## src/rtl/pwm8_pkg.sv

```systemverilog
package pwm8_pkg;

  localparam logic [7:0] A_CTRL   = 8'h00;
  localparam logic [7:0] A_COUNT  = 8'h04;
  localparam logic [7:0] A_TOP    = 8'h08;
  localparam logic [7:0] A_CHCFG0 = 8'h0C;
  localparam logic [7:0] A_CMP0   = 8'h10;
  localparam logic [7:0] A_START  = 8'h4C;
  localparam logic [7:0] A_MODE   = 8'h54;
  localparam logic [7:0] A_INIT   = 8'h5C;
  localparam logic [7:0] A_MASK   = 8'h60;
  localparam logic [7:0] A_INVERT = 8'h70;
  localparam logic [7:0] A_GUARD  = 8'h74;

  localparam int UNLOCK_BIT = 2;
  localparam int LOCK_BIT   = 6;
  localparam int CH_STRIDE  = 8;
  localparam int EN_LSB     = 16;

  typedef enum logic [1:0] {
    SRC_OFF = 2'd0,
    SRC_SYS = 2'd1,
    SRC_FIX = 2'd2,
    SRC_EXT = 2'd3
  } src_e;

  function automatic logic [7:0] chcfg_addr(int n);
    return A_CHCFG0 + 8'(CH_STRIDE * n);
  endfunction

  function automatic logic [7:0] cmp_addr(int n);
    return A_CMP0 + 8'(CH_STRIDE * n);
  endfunction

  // terminal value of the prescale counter: 2^ps - 1
  function automatic logic [6:0] ps_limit(logic [2:0] ps);
    return 7'((8'd1 << ps) - 8'd1);
  endfunction

  function automatic logic src_pulse(src_e s, logic fix, logic ext);
    case (s)
      SRC_SYS: return 1'b1;
      SRC_FIX: return fix;
      SRC_EXT: return ext;
      default: return 1'b0;
    endcase
  endfunction

  // edge-aligned, high-true compare mode needs both mode bits
  function automatic logic edge_mode(logic [5:0] cfg);
    return cfg[5] & cfg[3];
  endfunction

endpackage

```

## src/rtl/pwm8_regs.sv

```systemverilog
module pwm8_regs
  import pwm8_pkg::*;
#(
  parameter int NCH       = 8,
  parameter int CW        = 16,
  parameter bit HAS_CH_EN = 1'b1
) (
  input  logic                    clk,
  input  logic                    rst_n,
  input  logic                    bus_wr,
  input  logic [7:0]              bus_addr,
  input  logic [31:0]             bus_wdata,
  input  logic [CW-1:0]           cnt_i,
  output logic [31:0]             bus_rdata,
  output logic [2:0]              ps_o,
  output src_e                    src_o,
  output logic [NCH-1:0]          en_o,
  output logic [CW-1:0]           top_o,
  output logic [CW-1:0]           start_o,
  output logic [NCH-1:0][CW-1:0]  cmp_o,
  output logic [NCH-1:0][5:0]     cfg_o,
  output logic [NCH-1:0]          pol_o,
  output logic [NCH-1:0]          init_o,
  output logic [NCH-1:0]          mask_o,
  output logic                    locked_o,
  output logic                    cnt_init_o
);

  logic [2:0]             ps_q;
  src_e                   src_q;
  logic [NCH-1:0]         en_q;
  logic [CW-1:0]          top_q, start_q;
  logic [NCH-1:0][CW-1:0] cmp_q;
  logic [NCH-1:0][5:0]    cfg_q;
  logic [NCH-1:0]         pol_q, init_q, mask_q;
  logic                   locked_q;
  logic                   wr_cfg;
  logic                   unused_wbits;

  assign wr_cfg       = bus_wr && !locked_q;
  assign unused_wbits = ^{bus_wdata, bus_addr[1:0]};

  always_ff @(posedge clk) begin
    if (!rst_n) begin
      ps_q     <= '0;
      src_q    <= SRC_OFF;
      top_q    <= '1;
      start_q  <= '0;
      cmp_q    <= '0;
      cfg_q    <= '0;
      pol_q    <= '0;
      init_q   <= '0;
      mask_q   <= '1;
      locked_q <= 1'b1;
    end else begin
      if (wr_cfg) begin
        if (bus_addr == A_CTRL) begin
          ps_q  <= bus_wdata[2:0];
          src_q <= src_e'(bus_wdata[4:3]);
        end
        if (bus_addr == A_TOP)    top_q   <= bus_wdata[CW-1:0];
        if (bus_addr == A_START)  start_q <= bus_wdata[CW-1:0];
        if (bus_addr == A_INVERT) pol_q   <= bus_wdata[NCH-1:0];
        if (bus_addr == A_INIT)   init_q  <= bus_wdata[NCH-1:0];
        for (int n = 0; n < NCH; n++)
          if (bus_addr == chcfg_addr(n)) cfg_q[n] <= bus_wdata[5:0];
      end
      if (bus_wr) begin
        if (bus_addr == A_MASK) mask_q <= bus_wdata[NCH-1:0];
        for (int n = 0; n < NCH; n++)
          if (bus_addr == cmp_addr(n)) cmp_q[n] <= bus_wdata[CW-1:0];
      end
      if (bus_wr && bus_addr == A_GUARD && bus_wdata[LOCK_BIT])
        locked_q <= 1'b1;
      else if (bus_wr && bus_addr == A_MODE && bus_wdata[UNLOCK_BIT])
        locked_q <= 1'b0;
    end
  end

  generate
    if (HAS_CH_EN) begin : g_en
      always_ff @(posedge clk) begin
        if (!rst_n)                          en_q <= '0;
        else if (wr_cfg && bus_addr == A_CTRL) en_q <= bus_wdata[EN_LSB +: NCH];
      end
    end else begin : g_noen
      assign en_q = '1;
    end
  endgenerate

  always_comb begin
    bus_rdata = '0;
    case (bus_addr)
      A_CTRL: begin
        bus_rdata[2:0]          = ps_q;
        bus_rdata[4:3]          = src_q;
        bus_rdata[EN_LSB +: NCH] = en_q;
      end
      A_COUNT:  bus_rdata[CW-1:0]  = cnt_i;
      A_TOP:    bus_rdata[CW-1:0]  = top_q;
      A_START:  bus_rdata[CW-1:0]  = start_q;
      A_INIT:   bus_rdata[NCH-1:0] = init_q;
      A_MASK:   bus_rdata[NCH-1:0] = mask_q;
      A_INVERT: bus_rdata[NCH-1:0] = pol_q;
      A_GUARD:  bus_rdata[LOCK_BIT] = locked_q;
      default: ;
    endcase
    for (int n = 0; n < NCH; n++) begin
      if (bus_addr == cmp_addr(n))   bus_rdata[CW-1:0] = cmp_q[n];
      if (bus_addr == chcfg_addr(n)) bus_rdata[5:0]    = cfg_q[n];
    end
  end

  assign ps_o       = ps_q;
  assign src_o      = src_q;
  assign en_o       = en_q;
  assign top_o      = top_q;
  assign start_o    = start_q;
  assign cmp_o      = cmp_q;
  assign cfg_o      = cfg_q;
  assign pol_o      = pol_q;
  assign init_o     = init_q;
  assign mask_o     = mask_q;
  assign locked_o   = locked_q;
  assign cnt_init_o = bus_wr && (bus_addr == A_COUNT);

  // an armed latch drops a period write
  assert_guard_top_R8: assert property (@(posedge clk) disable iff (!rst_n)
    (bus_wr && locked_q && bus_addr == A_TOP) |=> $stable(top_q));

  // compare values stay writable while armed
  assert_cmp_open_R8: assert property (@(posedge clk) disable iff (!rst_n)
    (bus_wr && locked_q && bus_addr == cmp_addr(0))
      |=> cmp_q[0] == $past(bus_wdata[CW-1:0]));

  // the disarm write leaves the latch open
  assert_unlock_R9: assert property (@(posedge clk) disable iff (!rst_n)
    (bus_wr && bus_addr == A_MODE && bus_wdata[UNLOCK_BIT]) |=> !locked_q);

endmodule

```

## src/rtl/pwm8_timebase.sv

```systemverilog
module pwm8_timebase
  import pwm8_pkg::*;
#(
  parameter int CW = 16
) (
  input  logic          clk,
  input  logic          rst_n,
  input  src_e          src,
  input  logic [2:0]    ps,
  input  logic          fix_tick,
  input  logic          ext_tick,
  input  logic [CW-1:0] top,
  input  logic [CW-1:0] start,
  input  logic          cnt_init,
  output logic [CW-1:0] cnt,
  output logic [CW-1:0] cnt_nxt,
  output logic          tick
);

  localparam int PW = 7;

  logic [PW-1:0] pre_q;
  logic [CW-1:0] cnt_q;
  logic          src_p;
  logic          wrap;

  assign src_p   = src_pulse(src, fix_tick, ext_tick);
  assign tick    = src_p && (pre_q >= ps_limit(ps));
  assign wrap    = cnt_q >= top;
  assign cnt_nxt = wrap ? start : cnt_q + CW'(1);

  always_ff @(posedge clk) begin
    if (!rst_n) begin
      pre_q <= '0;
      cnt_q <= '0;
    end else if (cnt_init) begin
      pre_q <= '0;
      cnt_q <= start;
    end else if (src_p) begin
      pre_q <= tick ? '0 : pre_q + PW'(1);
      if (tick) cnt_q <= cnt_nxt;
    end
  end

  assign cnt = cnt_q;

  // no source selected, nothing moves
  assert_stop_holds_R11: assert property (@(posedge clk) disable iff (!rst_n)
    (src == SRC_OFF && !cnt_init) |=> $stable(cnt_q));

  // a tick at or past the top value lands on the start value
  assert_reload_R3: assert property (@(posedge clk) disable iff (!rst_n)
    (tick && !cnt_init && cnt_q >= top) |=> cnt_q == $past(start));

  // a counter write restarts the count
  assert_restart_R10: assert property (@(posedge clk) disable iff (!rst_n)
    cnt_init |=> cnt_q == $past(start));

  // at most one step per source tick
  assert_one_step_R2: assert property (@(posedge clk) disable iff (!rst_n)
    (!src_p && !cnt_init) |=> $stable(cnt_q));

endmodule

```

## src/rtl/pwm8_channel.sv

```systemverilog
module pwm8_channel
  import pwm8_pkg::*;
#(
  parameter int CW = 16
) (
  input  logic          clk,
  input  logic          rst_n,
  input  logic          tick,
  input  logic          cnt_init,
  input  logic [CW-1:0] cnt_nxt,
  input  logic [CW-1:0] cmp,
  input  logic [5:0]    cfg,
  input  logic          pol,
  input  logic          mask,
  input  logic          en,
  input  logic          init_lvl,
  output logic          out
);

  logic raw_q;
  logic live;

  always_ff @(posedge clk) begin
    if (!rst_n)        raw_q <= 1'b0;
    else if (cnt_init) raw_q <= init_lvl;
    else if (tick)     raw_q <= cnt_nxt < cmp;
  end

  assign live = edge_mode(cfg) && en && !mask;
  assign out  = live ? (raw_q ^ pol) : pol;

  // compare of zero never raises the raw level
  assert_zero_cmp_R4: assert property (@(posedge clk) disable iff (!rst_n)
    (tick && !cnt_init && cmp == '0) |=> !raw_q);

  // restart loads the initial level
  assert_init_lvl_R10: assert property (@(posedge clk) disable iff (!rst_n)
    cnt_init |=> raw_q == $past(init_lvl));

  // raw level frozen without a tick
  assert_raw_hold_R11: assert property (@(posedge clk) disable iff (!rst_n)
    (!tick && !cnt_init) |=> $stable(raw_q));

endmodule

```

## src/rtl/pwm8_timer.sv

```systemverilog
module pwm8_timer
  import pwm8_pkg::*;
#(
  parameter int NCH       = 8,
  parameter int CW        = 16,
  parameter bit HAS_CH_EN = 1'b1
) (
  input  logic           clk,
  input  logic           rst_n,
  input  logic           bus_wr,
  input  logic [7:0]     bus_addr,
  input  logic [31:0]    bus_wdata,
  output logic [31:0]    bus_rdata,
  input  logic           fix_tick,
  input  logic           ext_tick,
  output logic [NCH-1:0] pwm_out
);

  logic [2:0]             ps;
  src_e                   src;
  logic [NCH-1:0]         en, pol, init_lvl, mask;
  logic [CW-1:0]          top, start, cnt, cnt_nxt;
  logic [NCH-1:0][CW-1:0] cmp;
  logic [NCH-1:0][5:0]    cfg;
  logic                   locked, cnt_init, tick;

  pwm8_regs #(.NCH(NCH), .CW(CW), .HAS_CH_EN(HAS_CH_EN)) u_regs (
    .clk(clk), .rst_n(rst_n), .bus_wr(bus_wr), .bus_addr(bus_addr),
    .bus_wdata(bus_wdata), .cnt_i(cnt), .bus_rdata(bus_rdata),
    .ps_o(ps), .src_o(src), .en_o(en), .top_o(top), .start_o(start),
    .cmp_o(cmp), .cfg_o(cfg), .pol_o(pol), .init_o(init_lvl),
    .mask_o(mask), .locked_o(locked), .cnt_init_o(cnt_init)
  );

  pwm8_timebase #(.CW(CW)) u_tb (
    .clk(clk), .rst_n(rst_n), .src(src), .ps(ps),
    .fix_tick(fix_tick), .ext_tick(ext_tick), .top(top), .start(start),
    .cnt_init(cnt_init), .cnt(cnt), .cnt_nxt(cnt_nxt), .tick(tick)
  );

  generate
    for (genvar n = 0; n < NCH; n++) begin : g_ch
      pwm8_channel #(.CW(CW)) u_ch (
        .clk(clk), .rst_n(rst_n), .tick(tick), .cnt_init(cnt_init),
        .cnt_nxt(cnt_nxt), .cmp(cmp[n]), .cfg(cfg[n]), .pol(pol[n]),
        .mask(mask[n]), .en(en[n]), .init_lvl(init_lvl[n]),
        .out(pwm_out[n])
      );
    end
  endgenerate

  // a masked channel sits at its polarity level, checked at the pins
  assert_mask_level_R6: assert property (@(posedge clk) disable iff (!rst_n)
    $rose(mask[0]) |-> pwm_out[0] == pol[0]);

  // armed latch keeps the source selection
  assert_guard_src_R8: assert property (@(posedge clk) disable iff (!rst_n)
    (locked && bus_wr && bus_addr == A_CTRL) |=> $stable(src));

endmodule

```

## config.mk

```make
export PLATFORM = sky130hd
export DESIGN_NAME = pwm8_timer
export DESIGN_NICKNAME = d
export VERILOG_FILES = /design/src/rtl/pwm8_pkg.sv /design/src/rtl/pwm8_regs.sv /design/src/rtl/pwm8_timebase.sv /design/src/rtl/pwm8_channel.sv /design/src/rtl/pwm8_timer.sv
export SDC_FILE = /design/constraint.sdc
export NUM_CORES = 1
export LEC_CHECK = 0
export ABC_AREA = 1
export CAP_MARGIN = 20
export CELL_PAD_IN_SITES_DETAIL_PLACEMENT = 0
export CELL_PAD_IN_SITES_GLOBAL_PLACEMENT = 2
export CORE_UTILIZATION = 31
export CTS_BUF_LIST = sky130_fd_sc_hd__clkbuf_16
export DETAILED_ROUTE_END_ITERATION = 7
export PLACE_DENSITY_LB_ADDON = 0.25
export SLEW_MARGIN = 20
export SYNTH_ARGS = -nofsm -noshare
export SYNTH_HDL_FRONTEND = slang
export SYNTH_SLANG_ARGS = --single-unit
```

## constraint.sdc

```tcl
create_clock -name clk -period 3.3 [get_ports clk]
set_input_delay 0.66 -clock clk [delete_from_list [all_inputs] [get_ports clk]]
set_output_delay 0.66 -clock clk [all_outputs]
set_load 0.03 [all_outputs]
```

==> flow_summary.toml <==
[power]
power_leakage_uw = 0.00870
comb_power_share_pct = 5.1
clkPwrFrac_pct = 50.1
power.internal_uw = 5650
p_switching_uw = 1840
swShare_pct = 24.6
seqPwrFrac_pct = 44.7
peakVddDrop_uv = 243
p_per_area_mw_per_mm2 = 351

[synth]
synth_fa_ha_area_share_pct = 11.3
seq_area_frac_synth_pct = 34.5
synth_area_leaders = "dfxtp_1 (35%), ha_1 (11%), nand2_1 (11%), a21oi_1 (9.2%), o21ai_0 (7.1%)"
synth-compound-area-share_pct = 21.1
synthArstFlopShare_pct = 0
synth_cell_type_count = 40
synth-seq-cells = 277
synth_edf_count = 0
ys.flop_type = "dfxtp_1"
synth.top_cell.area_share_pct = 34.5
synthXorXnorAreaFrac_pct = 1.20
yosysTopAreaCell = "dfxtp_1"
yosys_warnings = 0
synthCells = 2307
synth_top_family_by_area = "simple AND/OR/NAND/NOR gates"
synth_area_per_cell_um2 = 6.96
synthMuxAreaShare_pct = 0
synth-simple-area-share_pct = 21.4
syn-cell-area_mm2 = 0.0161

[placement]
gp_congestion = 0.883
numPortBuffers = 68
place_ws_ns = -0.594
post-place-cells = 3102
hpwl_um = 43000

[layout]
layout.cells.non_filler = 3201
nNetsFinal = 2689
finalCoreUtilization_pct = 41.6
multiInputGateArea_mm2 = 0.00991
areaGrowthSynthToFinish_pct = 32.7
seqCellArea_mm2 = 0.00556
final_cell_mix = "nand2_1 (431), inv_1 (279), dfxtp_1 (269)"
final_common_cell = "nand2_1"
drive_gt1_share_pct = 20.5
nFillCells = 5343
antenna_cells = 0

[floorplan]
start_util_pct = 31.3
die_area_mm2 = 0.0527
coreArea_mm2 = 0.0513
io_pins = 85
fp.dieH_um = 230
rows = 83
die_x_um = 230

[worst_setup_path]
critPathArrivalTime_ns = 2.63
crit_path_cell_trace = "buf_4, nand2_2, nor2_4, buf_6, buf_4, nand3_2, nand2_2, nor2_2, nand3_1, nand2_1, nand3_1, nand2_1, nand4_1, nor2_2, nand4_1, nand2_1, nand4_1, buf_12"
end_kind = "primary output"
start_kind = "primary input"
r2r_end = "g_ch[0].u_ch.raw_q"
criticalPathCategory = "in -> out"
rrSetupSlack_ns = 0.04
path_max_fanout = 6
max_stage_delay_ns = 0.19
cp.required_ns = 2.64
cp_slowest_cell = "buf_12"
r2r-start = "u_regs.top_o[10]"
r2r_cells = 24

[clock_network]
htree_levels = 2
clk_latency_ns = 0.55
cts.path.max_buffers = 3
cts_hold_buffers = 0
tritoncts = "yes"
clkSinkCount = 277
cts-root-buf = "clkbuf_16"
clkTransAtPathRegs_ns = 0.05
cts_buffers = 36

[timing]
finalCriticalPeriod_ns = 3.29
report.final.slew_viol_count = 0
rsz0062_at_grt = "yes"
tightest_slew_ns = 1.00
period_share_pct = 99.7
fin_ws_ns = 0.0112
setup_tns_ns = 0
holdWs_ns = 0.454
final-hold-violation-count = 0
setup_violations = 0
slew_headroom_pct = 32.8
skew_ns = 0.0157
fmax_ghz = 0.304

[route]
drt_wl_total_um = 60600
drc = 0
viasPerCell = 4.97
firstDrtPassIters = 6
avgRoutedWirePerCell_um = 18.9
ant_nets = 0
dr.first_iter.drc_count = 975
dr_total_vias = 15900

[hold_path]
hold_class = "reg -> reg"
hold_depth = 2
holdPathEnd = "u_regs.cfg_o[6]"
min-delay-start = "u_regs.cfg_o[6]"

[grt]
grt_max_degree = 213
grt_pass1_wl_um = 88700
grt_pass1_vias = 15100
antenna_found_initial = 1
grt-ovfl-total = 0
grt_usage_pct = 21.8

[run_status]
status = "finished clean"

[run]
drv_cap = 0
[worst max-delay path by stage]
stage | from | endpoint | slack, ns | depth (start not counted)
floorplan | u_tb.cnt[7] | g_ch[0].u_ch.raw_q | 0.20 | 16
detailed placement | bus_addr[0] | bus_rdata[6] | -0.59 | 16
global placement | bus_addr[0] | bus_rdata[6] | -0.60 | 16
CTS | bus_addr[1] | bus_rdata[1] | -0.01 | 18
global route | bus_addr[1] | bus_rdata[0] | -0.14 | 17
finish | bus_addr[3] | bus_rdata[0] | 0.01 | 18
[metrics by stage]
stage / total power (uW) / cell area [um^2]
detailed placement: 3780 / 18600
finish: 7490 / 21300
floorplan: 3600 / 16100
global route: 7720 / 21300
global placement: 3780 / 18600
CTS: 7550 / 20000
[critical path: cells and delay by family]
kind,cells,cell delay [ns]
buf+inv,4,0.59
simple gates,14,1.35
[final cells by class]
| type | instances | area share [%] |
|---|---|---|
| clock inverter | 23 | 0.733 |
| timing repair buffer | 277 | 13.1 |
| tap | 680 | 3.99 |
| clock buffer | 37 | 4.34 |
| sequential | 277 | 26.1 |
| multi-input combinational | 1612 | 46.5 |
| inverter | 295 | 5.33 |
[flip-flops by register name, summed over array words and instances, names as in the netlist, 16 cells and up]
| name | count |
|---|---|
| u_regs.cmp_o | 128 |
| u_regs.cfg_o | 48 |
| u_regs.top_o | 16 |
| u_tb.cnt | 16 |
| u_regs.start_o | 16 |
[logic make-up (layout without fill, tap and decap cells)]
group / after synthesis / after routing
AOI/OAI and AO/OA: 628 / 628
xor gates and xnor gates: 22 / 22
adders and majority gates: 145 / 145
buffers and inverters: 425 / 632
DFF: 277 / 277
other: 1 / 8
and+or+nand+nor: 809 / 809
[per-layer routing]
metal | wire length [um] | global-route usage (%) | share of wire [%] | vias up
met5 | 0 | 0 | 0 | -
met4 | 1420 | 6.06 | 2.3 | 0
met3 | 2580 | 2.49 | 4.3 | 78
met2 | 27400 | 36.0 | 45 | 311
met1 | 29200 | 29.9 | 48 | 7453
li1 | - | - | - | 8069
[power by group through the flow]
stage / clock network [uW] / registers (uW) / logic (uW)
floorplan: 0 / 3420 / 178
finish: 3750 / 3350 / 385
CTS: 3840 / 3350 / 369
global route: 3950 / 3350 / 416
global placement: 0 / 3420 / 353
detailed placement: 0 / 3420 / 354
[cells in the mapped netlist (all sizes together) (5+ instances only)]
cell / number
o22ai: 8
a211oi: 15
xor2: 17
clkbuf: 90
ha: 145
nand3: 121
o2111ai: 11
dfxtp: 277
o221ai: 14
a21oi: 294
o21ai: 240
buf: 40
nand4: 36
or2: 5
nand2: 470
nor2: 151
xnor2: 5
inv: 295
a31oi: 19
nor3: 20
o211ai: 20
[timing repair]
action / in CTS / in global routing
endpoints found under the setup margin: 23 / 24
gates resized for setup: 104 / 235
buffers inserted: 11 / 22
pin swaps: 25 / 109
cloned: 0 / 8
Power figures use the tool's default switching activity.
